## src/rtl/pbs_pkg.sv

```systemverilog
package pbs_pkg;

    localparam int DEV_TYPE_W = 4;
    localparam logic [DEV_TYPE_W-1:0] DEV_TYPE_ROOT = 4'd4;

    typedef enum logic [3:0] {
        ST_IDLE,
        ST_PWR_WAIT,
        ST_REL_CORE,
        ST_REL_SLOT,
        ST_AUX_ON,
        ST_HOLD_ON,
        ST_PWRUP,
        ST_PROG_WAIT,
        ST_AUX_OFF,
        ST_HOLD_CLR,
        ST_AUX_RE,
        ST_SET_TYPE,
        ST_LINK_UP,
        ST_SD_SLOT,
        ST_SD_CORE
    } seq_state_e;

    typedef struct packed {
        logic                  slot_rst_n;
        logic                  core_rst_n;
        logic                  slot_pwr_en;
        logic                  aux_clk_en;
        logic                  phy_hold_rst;
        logic                  pwrup_rst_n;
        logic [DEV_TYPE_W-1:0] dev_type;
        logic                  link_train_en;
        logic                  busy;
        logic                  prog_go;
    } ctl_t;

    localparam ctl_t CTL_RESET = '0;

    function automatic logic is_bringup(seq_state_e s);
        return (s >= ST_PWR_WAIT) && (s <= ST_LINK_UP);
    endfunction

    // Control word for the state being entered; shutdown states edit the
    // word currently driven so that lines already low are left alone.
    function automatic ctl_t ctl_next(seq_state_e s, ctl_t prev);
        ctl_t c;
        c = CTL_RESET;
        if (is_bringup(s)) begin
            c.slot_pwr_en   = 1'b1;
            c.core_rst_n    = (s >= ST_REL_CORE);
            c.slot_rst_n    = (s >= ST_REL_SLOT);
            c.aux_clk_en    = ((s >= ST_AUX_ON) && (s < ST_AUX_OFF)) || (s >= ST_AUX_RE);
            c.phy_hold_rst  = (s >= ST_HOLD_ON) && (s < ST_HOLD_CLR);
            c.pwrup_rst_n   = (s >= ST_PWRUP);
            c.prog_go       = (s == ST_PWRUP);
            c.dev_type      = (s >= ST_SET_TYPE) ? DEV_TYPE_ROOT : '0;
            c.link_train_en = (s == ST_LINK_UP);
            c.busy          = (s != ST_LINK_UP);
        end else if (s == ST_SD_SLOT) begin
            c               = prev;
            c.slot_rst_n    = 1'b0;
            c.link_train_en = 1'b0;
            c.busy          = 1'b0;
            c.prog_go       = 1'b0;
        end else if (s == ST_SD_CORE) begin
            c               = prev;
            c.core_rst_n    = 1'b0;
        end
        return c;
    endfunction

endpackage

```

## src/rtl/pbs_wait_timer.sv

```systemverilog
module pbs_wait_timer #(
    parameter int CYCLES = 16
) (
    input  logic clk,
    input  logic rst,
    input  logic run_i,
    output logic expired_o
);
    localparam int CNT_W = (CYCLES > 1) ? $clog2(CYCLES) : 1;
    localparam logic [CNT_W-1:0] LAST = CNT_W'(CYCLES - 1);

    logic [CNT_W-1:0] cnt_q;

    always_ff @(posedge clk) begin
        if (rst || !run_i) begin
            cnt_q <= '0;
        end else if (cnt_q != LAST) begin
            cnt_q <= cnt_q + 1'b1;
        end
    end

    assign expired_o = run_i && (cnt_q == LAST);
endmodule

```

## src/rtl/pbs_fsm.sv

```systemverilog
module pbs_fsm
    import pbs_pkg::*;
(
    input  logic       clk,
    input  logic       rst,
    input  logic       start_i,
    input  logic       prog_done_i,
    input  logic       shutdown_i,
    input  logic       wait_expired_i,
    output seq_state_e state_q_o,
    output seq_state_e state_d_o
);
    seq_state_e state_q, state_d;

    always_comb begin
        state_d = state_q;
        unique case (state_q)
            ST_IDLE:      if (start_i) state_d = ST_PWR_WAIT;
            ST_PWR_WAIT:  if (wait_expired_i) state_d = ST_REL_CORE;
            ST_REL_CORE:  state_d = ST_REL_SLOT;
            ST_REL_SLOT:  state_d = ST_AUX_ON;
            ST_AUX_ON:    state_d = ST_HOLD_ON;
            ST_HOLD_ON:   state_d = ST_PWRUP;
            ST_PWRUP:     state_d = ST_PROG_WAIT;
            ST_PROG_WAIT: if (prog_done_i) state_d = ST_AUX_OFF;
            ST_AUX_OFF:   state_d = ST_HOLD_CLR;
            ST_HOLD_CLR:  state_d = ST_AUX_RE;
            ST_AUX_RE:    state_d = ST_SET_TYPE;
            ST_SET_TYPE:  state_d = ST_LINK_UP;
            ST_LINK_UP:   state_d = ST_LINK_UP;
            ST_SD_SLOT:   state_d = ST_SD_CORE;
            ST_SD_CORE:   state_d = ST_IDLE;
            default:      state_d = ST_IDLE;
        endcase
        if (shutdown_i && is_bringup(state_q)) begin
            state_d = ST_SD_SLOT;
        end
    end

    always_ff @(posedge clk) begin
        if (rst) state_q <= ST_IDLE;
        else     state_q <= state_d;
    end

    assign state_q_o = state_q;
    assign state_d_o = state_d;
endmodule

```

## src/rtl/pbs_ctl_regs.sv

```systemverilog
module pbs_ctl_regs
    import pbs_pkg::*;
(
    input  logic       clk,
    input  logic       rst,
    input  seq_state_e state_d_i,
    output ctl_t       ctl_o
);
    ctl_t ctl_q;

    always_ff @(posedge clk) begin
        if (rst) ctl_q <= CTL_RESET;
        else     ctl_q <= ctl_next(state_d_i, ctl_q);
    end

    assign ctl_o = ctl_q;
endmodule

```

## src/rtl/pcie_host_bringup.sv

```systemverilog
module pcie_host_bringup
    import pbs_pkg::*;
#(
    parameter int CLK_HZ      = 125_000_000,
    parameter int HOLD_US     = 100_000,
    parameter int HOLD_CYCLES = (CLK_HZ / 1_000_000) * HOLD_US
) (
    input  logic                  clk,
    input  logic                  rst,
    input  logic                  start_i,
    input  logic                  prog_done_i,
    input  logic                  shutdown_i,
    output logic                  slot_rst_n_o,
    output logic                  core_rst_n_o,
    output logic                  slot_pwr_en_o,
    output logic                  aux_clk_en_o,
    output logic                  phy_hold_rst_o,
    output logic                  pwrup_rst_n_o,
    output logic [DEV_TYPE_W-1:0] dev_type_o,
    output logic                  link_train_en_o,
    output logic                  busy_o,
    output logic                  phy_prog_go_o
);
    seq_state_e state_q, state_d;
    logic       wait_expired;
    ctl_t       ctl;

    pbs_wait_timer #(.CYCLES(HOLD_CYCLES)) u_timer (
        .clk       (clk),
        .rst       (rst),
        .run_i     (state_q == ST_PWR_WAIT),
        .expired_o (wait_expired)
    );

    pbs_fsm u_fsm (
        .clk            (clk),
        .rst            (rst),
        .start_i        (start_i),
        .prog_done_i    (prog_done_i),
        .shutdown_i     (shutdown_i),
        .wait_expired_i (wait_expired),
        .state_q_o      (state_q),
        .state_d_o      (state_d)
    );

    pbs_ctl_regs u_ctl (
        .clk       (clk),
        .rst       (rst),
        .state_d_i (state_d),
        .ctl_o     (ctl)
    );

    assign slot_rst_n_o    = ctl.slot_rst_n;
    assign core_rst_n_o    = ctl.core_rst_n;
    assign slot_pwr_en_o   = ctl.slot_pwr_en;
    assign aux_clk_en_o    = ctl.aux_clk_en;
    assign phy_hold_rst_o  = ctl.phy_hold_rst;
    assign pwrup_rst_n_o   = ctl.pwrup_rst_n;
    assign dev_type_o      = ctl.dev_type;
    assign link_train_en_o = ctl.link_train_en;
    assign busy_o          = ctl.busy;
    assign phy_prog_go_o   = ctl.prog_go;
endmodule

```

## config.mk

```make
export PLATFORM = sky130hd
export DESIGN_NAME = pcie_host_bringup
export DESIGN_NICKNAME = d
export VERILOG_FILES = /design/src/rtl/pbs_pkg.sv /design/src/rtl/pbs_wait_timer.sv /design/src/rtl/pbs_fsm.sv /design/src/rtl/pbs_ctl_regs.sv /design/src/rtl/pcie_host_bringup.sv
export SDC_FILE = /design/constraint.sdc
export NUM_CORES = 1
export LEC_CHECK = 0
export BUFFER_PORTS_ARGS = -buffer_cell sky130_fd_sc_hd__clkbuf_2
export CAP_MARGIN = 20
export CORE_MARGIN = 2
export CORE_UTILIZATION = 52
export DETAILED_ROUTE_END_ITERATION = 6
export GPL_TIMING_DRIVEN = 1
export PLACE_DENSITY = 0.77
export RECOVER_POWER = 25
export SETUP_SLACK_MARGIN = 0.1
export SKIP_CTS_REPAIR_TIMING = 1
export SLEW_MARGIN = 25
export SYNTH_ARGS = -nofsm -noshare
export SYNTH_HDL_FRONTEND = slang
export SYNTH_SLANG_ARGS = --single-unit
```

## constraint.sdc

```tcl
create_clock -name clk -period 2 [get_ports clk]
set_input_delay 0.4 -clock clk [delete_from_list [all_inputs] [get_ports clk]]
set_output_delay 0.4 -clock clk [all_outputs]
set_load 0.01 [all_outputs]
```

### Word-level counts from Yosys, hierarchy flattened

Cells that the tools add are included.

| word-level totals | value |
|---|---|
| bits in registers | 41 |
| input port bits | 5 |
| output and inout port bits | 13 |
| logic and storage cells | 70 |

| operators by class | value |
|---|---|
| add/subtract/negate cells | 1 |
| order comparisons | 13 |
| eq/ne operators | 23 |
| muxes and demuxes | 9 |
| reductions and logical operators | 12 |

Operator list:

| cell | count |
|---|---|
| $pmux 4 s13 | 1 |
| $mux 13 | 3 |
| $eq 4x4->1 const B | 9 |
| $add 24x1->24 const B | 1 |
| $eq 24x24->1 const B | 1 |
| $ne 24x24->1 const B | 1 |
| $eq 4x3->1 const B | 5 |
| $mux 4 | 4 |
| $ge 4x3->1 const B | 3 |
| $eq 4x2->1 const B | 2 |
| $ge 4x1->1 const B | 2 |
| $ge 4x2->1 const B | 2 |
| $ge 4x4->1 const B | 2 |
| $le 4x4->1 const B | 2 |
| $lt 4x4->1 const B | 2 |
| $logic_and 1x1->1 | 6 |
| $eq 4x1->1 const B | 1 |
| $logic_not 4->1 | 1 |
| $ne 2x1->1 const B | 2 |
| $ne 4x4->1 const B | 1 |
| $mux 3 | 1 |
| $ne 3x1->1 const B | 1 |
| $logic_or 1x1->1 | 2 |
| $reduce_and 2->1 | 1 |
| other kinds (2) | 2 |

### Longest topological paths before layout

Gate-level depths: netlist of the first run.

| logic depth | value |
|---|---|
| word-level depth | 9 |
| gate-level depth with buffers | 8 |
| gate-level depth less buffers | 7 |

### By module

From an unflattened synthesis of the first run, not the netlist that was laid out.

| unflattened totals | value |
|---|---|
| cell total of the unflattened synthesis | 247 |
| area total of the unflattened synthesis | 2102.0 µm² |

Modules (own cells, without submodules):

| module | times used | cells each | area each (µm²) | sequential area each (µm²) |
|---|---|---|---|---|
| pbs_wait_timer | 1 | 141 | 1241.2 | 480.5 |
| pbs_ctl_regs | 1 | 57 | 494.2 | 200.2 |
| pbs_fsm | 1 | 48 | 351.6 | 80.1 |
| pcie_host_bringup | 1 | 1 | 15.0 | 0.0 |

### Worst setup path before layout of the first run

OpenSTA, ideal clock, no wires.

| timing | value |
|---|---|
| path kind | register -> register |
| start | register u_timer.cnt_q[8] |
| end | register u_ctl.ctl_q, in the netlist u_ctl.ctl_o[5] |
| library setup time | 67 ps |
| arrival time | 2034 ps |
| required time | 1933 ps |
| path slack | -101 ps |
| stages on the path, launching flop included | 7 |
| path buffers | 0 |
| clock period less this slack | 2101 ps |
| path through | dfxtp_1 or4_4 nor4_4 a31oi_2 o31a_1 nand2b_1 a21oi_2 |

| between the ends | value |
|---|---|
| longest elaborated chain between the ends | 9 |
| elaborated cells on any way between the ends | 16 |
| classes of those cells | 3 x order compare; 5 x eq/ne; 5 x mux; 3 x reduce/logical |

Ends and longest elaborated chain:

| what | line | text |
|---|---|---|
| start, declared | pbs_wait_timer.sv:12 | `logic [CNT_W-1:0] cnt_q;` |
| start signal, assigned | pbs_wait_timer.sv:18 | `cnt_q <= cnt_q + 1'b1;` |
| $eq 24x24->1 * | pbs_wait_timer.sv:22 | `assign expired_o = run_i && (cnt_q == LAST);` |
| $logic_and 1x1->1 * | pbs_wait_timer.sv:22 |  |
| $mux 4 * | pbs_fsm.sv:19 | `ST_PWR_WAIT: if (wait_expired_i) state_d = ST_REL_CORE;` |
| $pmux 4 s13 * | pbs_fsm.sv:17 | `unique case (state_q)` |
| $mux 4 * | pbs_fsm.sv:35 | `if (shutdown_i && is_bringup(state_q)) begin` |
| $ge 4x1->1 or $le 4x4->1 (tied branches) | pbs_pkg.sv:40 | `return (s >= ST_PWR_WAIT) && (s <= ST_LINK_UP);` |
| $logic_and 1x1->1 | pbs_pkg.sv:40 |  |
| $ne 2x1->1 (no line) | -- |  |
| $reduce_and 2->1 (no line) | -- |  |
| end signal, assigned | pbs_ctl_regs.sv:13 | `else ctl_q <= ctl_next(state_d_i, ctl_q);` |
| end, declared | pbs_ctl_regs.sv:9 | `ctl_t ctl_q;` |

Every way passes the cells marked *; elsewhere a longest branch is shown, timed or not.
A chain may end at the register's enable or synchronous reset.

### Final worst setup path of the first run

| timing | value |
|---|---|
| start | register u_timer.cnt_q[8] |
| end | register u_timer.cnt_q[8] |

| between the ends | value |
|---|---|
| longest elaborated chain between the ends | 1 |
| elaborated cells on any way between the ends | 2 |
| classes of those cells | 1 x add/sub; 1 x eq/ne |

Ends and longest elaborated chain:

| what | line |
|---|---|
| $add 24x1->24 or $ne 24x24->1 (tied branches) | pbs_wait_timer.sv:18, pbs_wait_timer.sv:17 |

Several ways; a longest one is shown, not always the timed one.

==> results of run 1 <==
## routing by layer
layer	vias up	routed length (um)
li1	921	-
met1	879	2050
met2	51	2515
met3	7	218
met4	0	74
met5	-	0
## area by class of cell
class                   instances  area share [%]
clock buffers                   6           3.159
inverters                       4          0.5744
multi-input cells             177           48.68
flip-flops and latches         38           29.63
well taps                      48           2.298
repair buffers                 57           15.65
## stage by stage
step | cells | total power, mW | hold slack [ps]
finish | 330 | 2.746 | 493.4
global route | 330 | 2.900 | 512.1
CTS | 325 | 2.582 | 470.9
detailed placement | 319 | 2.072 | 469.5
global placement | 319 | 2.051 | 463.5
floorplan | 237 | 1.625 | 453.7
## flip-flops by register name (all words and copies together) (netlist names)
signal / count
u_fsm.state_q_o: 4
u_timer.cnt_q: 24
u_ctl.ctl_o: 10
## kinds of logic after synthesis
family                     share of synthesized area, %
adders and majority gates                        0.6442
xor gates and xnor gates                          10.37
buffers and inverters                             4.896
other                                            0.1931
DFF                                               39.18
and+or+nand+nor                                   31.38
AOI/OAI and AO/OA                                 13.34
## cell usage after synthesis, drive strengths merged, types with 2 or more instances
library cell	number	area, sq um
nor3b	3	22.52
a31oi	3	25.02
nor4	5	46.29
dfxtp	38	760.7
and3	10	62.56
buf	5	31.27
nor2	39	146.4
nor3	6	30.03
nand2	13	48.80
nand2b	5	31.28
inv	4	15.01
a21oi	10	57.56
nand3	10	50.05
a211oi	2	15.01
xor2	17	148.9
and4	4	35.03
a22oi	2	15.01
nand4	9	56.30
or4	2	18.77
clkbuf	13	48.80
a311oi	2	17.52
o21ai	7	35.03
xnor2	6	52.55
## worst max-delay path: cells and delay by family, from the launching register on
kind / cells / cell delay [ps]
flip-flops: 1 / 320
AND/OR/NAND/NOR: 4 / 1050
XOR/XNOR: 1 / 140
buffers and inverters: 3 / 430
AO/OA/AOI/OAI: 1 / 50
## how the worst min path moves through the flow
stage | from | endpoint | slack, ps
floorplan | u_timer.cnt_q[23] | u_timer.cnt_q[23] | 450
global placement | u_ctl.ctl_o[1] | u_ctl.ctl_o[1] | 460
detailed placement | u_ctl.ctl_o[1] | u_ctl.ctl_o[1] | 470
CTS | rst | u_ctl.ctl_o[5] | 470
global route | rst | u_ctl.ctl_o[5] | 510
finish | rst | u_ctl.ctl_o[5] | 490
## power by group through the flow
stage | Sequential [mW] | Clock [mW] | Combinational, mW
2_1_floorplan | 0.943 | 0 | 0.683
5_1_grt | 0.999 | 0.547 | 1.35
4_1_cts | 0.973 | 0.514 | 1.09
3_5_place_dp | 0.990 | 0 | 1.08
3_3_place_gp | 0.987 | 0 | 1.06
6_report | 0.984 | 0.512 | 1.25
==> flow_summary.ini, run 1 <==
[status]
status = finished with violations
violations = setup timing

[synth]
postSynthAreaPerCell_sq_um = 8.263
synth_enable_flop_cells = 0
seq_area_frac_synth_pct = 39.18
synth_top_flop_cell = dfxtp_1
synth_cell_type_count = 49
netlist_instances = 235
yosys_register_bits = 38
synth_warnings = 0
syn-cell-area_sq_mm = 0.001942
async_flop_share_pct = 0

[critical_path]
setup.worst_path.class = reg2reg
slowest_stage = or4_4
cp-start-kind = flop
required_ps = 2170
worst_ep_arrival_time_ps = 2290
timing.critical_path.to_type = flop
crit_start = u_timer.cnt_q[8]
reg2regPathDepth = 9
worstReg2RegStart = u_timer.cnt_q[8]
timing.critical_path.fanout_max = 7
crit_path_end = u_timer.cnt_q[8]
crit_chain = or4_4 -> nor4_4 -> buf_4 -> buf_6 -> a21oi_4 -> buf_6 -> and3_4 -> xnor2_2 -> nor2_1
cpMostUsedCell = buf_6
max_stage_delay_on_crit_path_ps = 550
critical_path.reg2reg.endpoint = u_timer.cnt_q[8]
regToRegSetupSlack_ps = -120

[sta]
period_needed_ps = 2122
setup-tns-final_ps = -785.5
setup_viol = 17
min_period_over_period_pct = 106.1
final-hold-violation-count = 0
slew_viol_final = 0
worst_slew_margin_pct = 59.43
final.setup.worst_slack_ps = -122.4
final.setup_skew_ps = 4.544
max_freq_ghz = 0.4712
transition_time_at_the_pin_with_the_least_slew_margin_ps = 607.0
rsz0062_at_grt = true

[cts]
cts.sink_count = 38
clock_insertion_delay_worst_skew_ps = 290
clkSlewWorstSetupHoldPaths_ps = 70
tritoncts.num_buffers = 5
cts_htree_levels = 2
clock_path_buffers = 2
clock_tree.root_cell = clkbuf_8
tritoncts_clock_tree = built

[placement]
hpwl_um = 3097
place_area_sq_mm = 0.002300
portBuffers = 14
gp_congestion = 0.8568
dp_slack_ps = -50.35

[floorplanning]
initial_core_util_pct = 53.44
fp.dieArea_sq_mm = 0.004239
core_region_area_sq_mm = 0.003633
total_i_o_pin_count = 18
floorplan.die.width_um = 65.11
floorplan.rows = 22
die_height_um = 65.11

[power_and_ir_drop]
switching_share_pct = 38.32
seq_power_share_pct = 35.8
power.switching_mw = 1.052
static-leakage-power_nw = 1.031
pwr_density_cell_mw_per_mm2 = 1051
p_int_mw = 1.694
ir_drop_uv = 458.6
power.combinational.fraction_pct = 45.5
power.share.clock_pct = 18.7

[grt]
first_pass_grt_wire_length_um = 7286
grt_overflow = 0
use_met2_pct = 38.66
grt_use_met3_pct = 4.966
global_route.usage.met1_pct = 26.36
grt_start_max_net_pins = 25
antenna_found_initial = 0
vias_in_the_first_global_route = 1691
gr-usage-all-layers_pct = 21.77
grt_most_used_layer = met2

[job]
drv.max_cap_violation_count = 0

[route]
drc = 0
detail-route-antenna-nets = 0
vias_per_cell = 5.630
detailroute.via_count = 1858
drt-initial-drc-count = 242
wirelength_um = 4857
detail_route.wl_per_cell_um = 14.72
drt_pass1_iterations = 4

[cells_and_area]
fillerInstances = 274
finish.utilization_pct = 71.94
mostFrequentLayoutCells = 37 x nor2_1, 37 x buf_4, 29 x dfxtp_1
layout.area.seq_sq_um = 774.5
fin_area_sq_mm = 0.002614
fin_nets = 289
drive_gt1_share_pct = 35.82
area_growth_pct = 34.60
multiInputGateArea_sq_mm = 0.001272
num_antenna_cells = 0

[min_path]
worstHoldPathType = in2reg
min_path_cells = 2
Note: power is estimated with default switching activity, not from simulation.
==> run 2: changes to the inputs <==
Settings changed: CORE_UTILIZATION 52 to 53, PLACE_DENSITY 0.77 to 0.78, SYNTH_HIERARCHICAL set to 1.
==> run 2 against run 1 <==
  * The run still ends with setup timing left
  * Sequential power is 5.6% lower
  * Clock-buffer cell count is 1 higher
  * Largest power group unchanged
  * Final area is 4.1% higher
  * Clock skew is 7.1 ps higher
  * Combinational power hardly changed
  * Die area is 5.8% higher
  * Sequential share of layout area is 1.4 points lower
  * Highest routed layer unchanged
  * Global-route usage is 3.0 points higher
  * Critical path depth is 3 higher
  * Wire length is 13% higher
  * Core utilization is 0.76 points higher
==> flow_summary.ini, run 2 <==
[grt]
vias_in_the_first_global_route = 1830
grt_use_met3_pct = 5.068
gr-usage-all-layers_pct = 24.81
grt_most_used_layer = met2
use_met2_pct = 37.00
antenna_found_initial = 0
first_pass_grt_wire_length_um = 8411
grt_start_max_net_pins = 18
global_route.usage.met1_pct = 35.95
grt_overflow = 0

[cts]
clock_path_buffers = 2
cts_htree_levels = 2
clock_tree.root_cell = clkbuf_8
clock_insertion_delay_worst_skew_ps = 290
tritoncts.num_buffers = 5
cts.sink_count = 38
clkSlewWorstSetupHoldPaths_ps = 80
tritoncts_clock_tree = built

[critical_path]
worstReg2RegStart = u_timer/cnt_q[1]
timing.critical_path.to_type = flop
cp-start-kind = flop
reg2regPathDepth = 12
critical_path.reg2reg.endpoint = u_ctl/ctl_o[9]
required_ps = 2160
setup.worst_path.class = reg2reg
regToRegSetupSlack_ps = -540
worst_ep_arrival_time_ps = 2700
timing.critical_path.fanout_max = 6

[synth]
synth_top_flop_cell = dfxtp_1
async_flop_share_pct = 0
netlist_instances = 247
synth.most_common_cell = dfxtp_1
synth_warnings = 6
netlist_top_cells_count = 38 x dfxtp_1, 20 x a21oi_1, 16 x nand2_1
synth_area_leaders = dfxtp_1 36%, a21oi_1 4.8%, o21ai_0 2.9%
seq_area_frac_synth_pct = 36.19
synth_top_area_share_pct = 36.19
synth_cell_type_count = 64
syn-cell-area_sq_mm = 0.002102
synth_enable_flop_cells = 0
yosys_register_bits = 38
postSynthAreaPerCell_sq_um = 8.510
synthDominantAreaCellType = dfxtp_1

[cells_and_area]
fin_nets = 310
num_antenna_cells = 0
largest_reg_flops = 24
area_growth_pct = 29.46
regMostFlops = u_timer/cnt_q
layout_commonest_cell = buf_4
fin_area_sq_mm = 0.002721
drive_gt1_share_pct = 30.49
fillerInstances = 284
mostFrequentLayoutCells = 49 x buf_4, 33 x dfxtp_1, 18 x a21oi_1

[placement]
hpwl_um = 3627
gp_congestion = 0.8589
portBuffers = 14
dp_slack_ps = -515.8
place_area_sq_mm = 0.002521

[sta]
worst_slew_margin_pct = 66.24
final-hold-violation-count = 0
min_period_over_period_pct = 126.9
rsz0062_at_grt = true
slew_viol_final = 0
final.setup.worst_slack_ps = -537.0
setup_viol = 12
period_needed_ps = 2537
final.setup_skew_ps = 11.66
max_freq_ghz = 0.3942
transition_time_at_the_pin_with_the_least_slew_margin_ps = 505.3

[power_and_ir_drop]
static-leakage-power_nw = 1.011
pwr_density_cell_mw_per_mm2 = 1008
ir_drop_uv = 638.0

[min_path]
min_delay_worst_endpoint = u_ctl/ctl_o[0]
worstHoldPathType = reg2reg
hold_sp = u_ctl/ctl_o[0]
min_path_cells = 2

[status]
status = finished with violations
violations = setup timing

[route]
wirelength_um = 5473
vias_per_cell = 5.952
drt-initial-drc-count = 180
detailroute.via_count = 2101
detail-route-antenna-nets = 0
detail_route.wl_per_cell_um = 15.50
drc = 0
drt_pass1_iterations = 4

[floorplanning]
total_i_o_pin_count = 18
die_height_um = 66.98
core_region_area_sq_mm = 0.003744
floorplan.die.width_um = 66.98
floorplan.rows = 22
initial_core_util_pct = 56.15
fp.dieArea_sq_mm = 0.004486

[job]
drv.max_cap_violation_count = 0
[run 2: how the worst max path moves through the flow]
stage / end / cells after the start / startpoint
after floorplan: u_ctl/ctl_o[5] / 12 / u_timer/cnt_q[1]
after detailed placement: u_ctl/ctl_o[5] / 11 / u_timer/cnt_q[11]
final: u_ctl/ctl_o[9] / 12 / u_timer/cnt_q[1]
after global placement: u_ctl/ctl_o[5] / 12 / u_timer/cnt_q[1]
after CTS: u_ctl/ctl_o[10] / 11 / u_timer/cnt_q[11]
after global routing: u_ctl/ctl_o[8] / 12 / u_timer/cnt_q[1]
[run 2: critical path, stage by stage (launching register included)]
cell	delay, ps
dfxtp_2	330
ha_4	150
and3_4	170
and4_4	180
and3_4	170
or4b_4	500
a21oi_4	150
a311oi_2	60
nand2_1	130
buf_6	150
nand2_2	90
a211oi_2	230
o32ai_1	100
[run 2: area by class of cell]
cell class / count / area (sq um) / area share [%]
clock inverter: 1 / 5.005 / 0.1839
sequential: 38 / 767.0 / 28.18
timing repair buffer: 65 / 449.2 / 16.51
multi-input combinational: 184 / 1316 / 48.37
inverter: 10 / 37.54 / 1.379
tap: 48 / 60.06 / 2.207
clock buffer: 7 / 86.33 / 3.172
[run 2: cells by family (layout without fill, tap and decap cells)]
| kind of cell | Yosys count | after routing | share of synthesized area [%] |
|---|---|---|---|
| other cells | 1 | 3 | 0.1784 |
| xor+xnor | 11 | 11 | 4.583 |
| compound gates | 64 | 64 | 20.71 |
| mux | 2 | 2 | 0.9524 |
| fa+ha+maj | 1 | 1 | 0.5951 |
| buf+inv | 27 | 83 | 6.666 |
| flops | 38 | 38 | 36.19 |
| simple gates | 103 | 103 | 30.12 |
[run 2: power breakdown]
group,leakage (nW),switching [mW],internal (mW),total [mW]
combinational,0.652,0.713,0.548,1.26
clock,0.0482,0.274,0.278,0.553
sequential,0.311,0.0670,0.862,0.929
[run 2: through the flow]
step | instances | util [%] | hold WS (ps) | power [mW] | TNS (ps)
4_1_cts | 347 | 69.79 | 484.4 | 2.594 | -4751
3_3_place_gp | 339 | 67.35 | 463.2 | 2.022 | -3523
6_report | 353 | 72.69 | 478.9 | 2.743 | -4594
5_1_grt | 353 | 72.69 | 508.9 | 2.919 | -5826
3_5_place_dp | 339 | 67.35 | 467.0 | 2.042 | -4431
2_1_floorplan | 249 | - | 447.0 | 1.677 | -4045
[run 2: metal layers]
metal	vias to the layer above	share of wire, %	routed length, um
met5	-	0	0
met4	0	2.4	129
met3	15	5.9	321
met2	62	47	2547
met1	989	45	2475
li1	1035	-	-
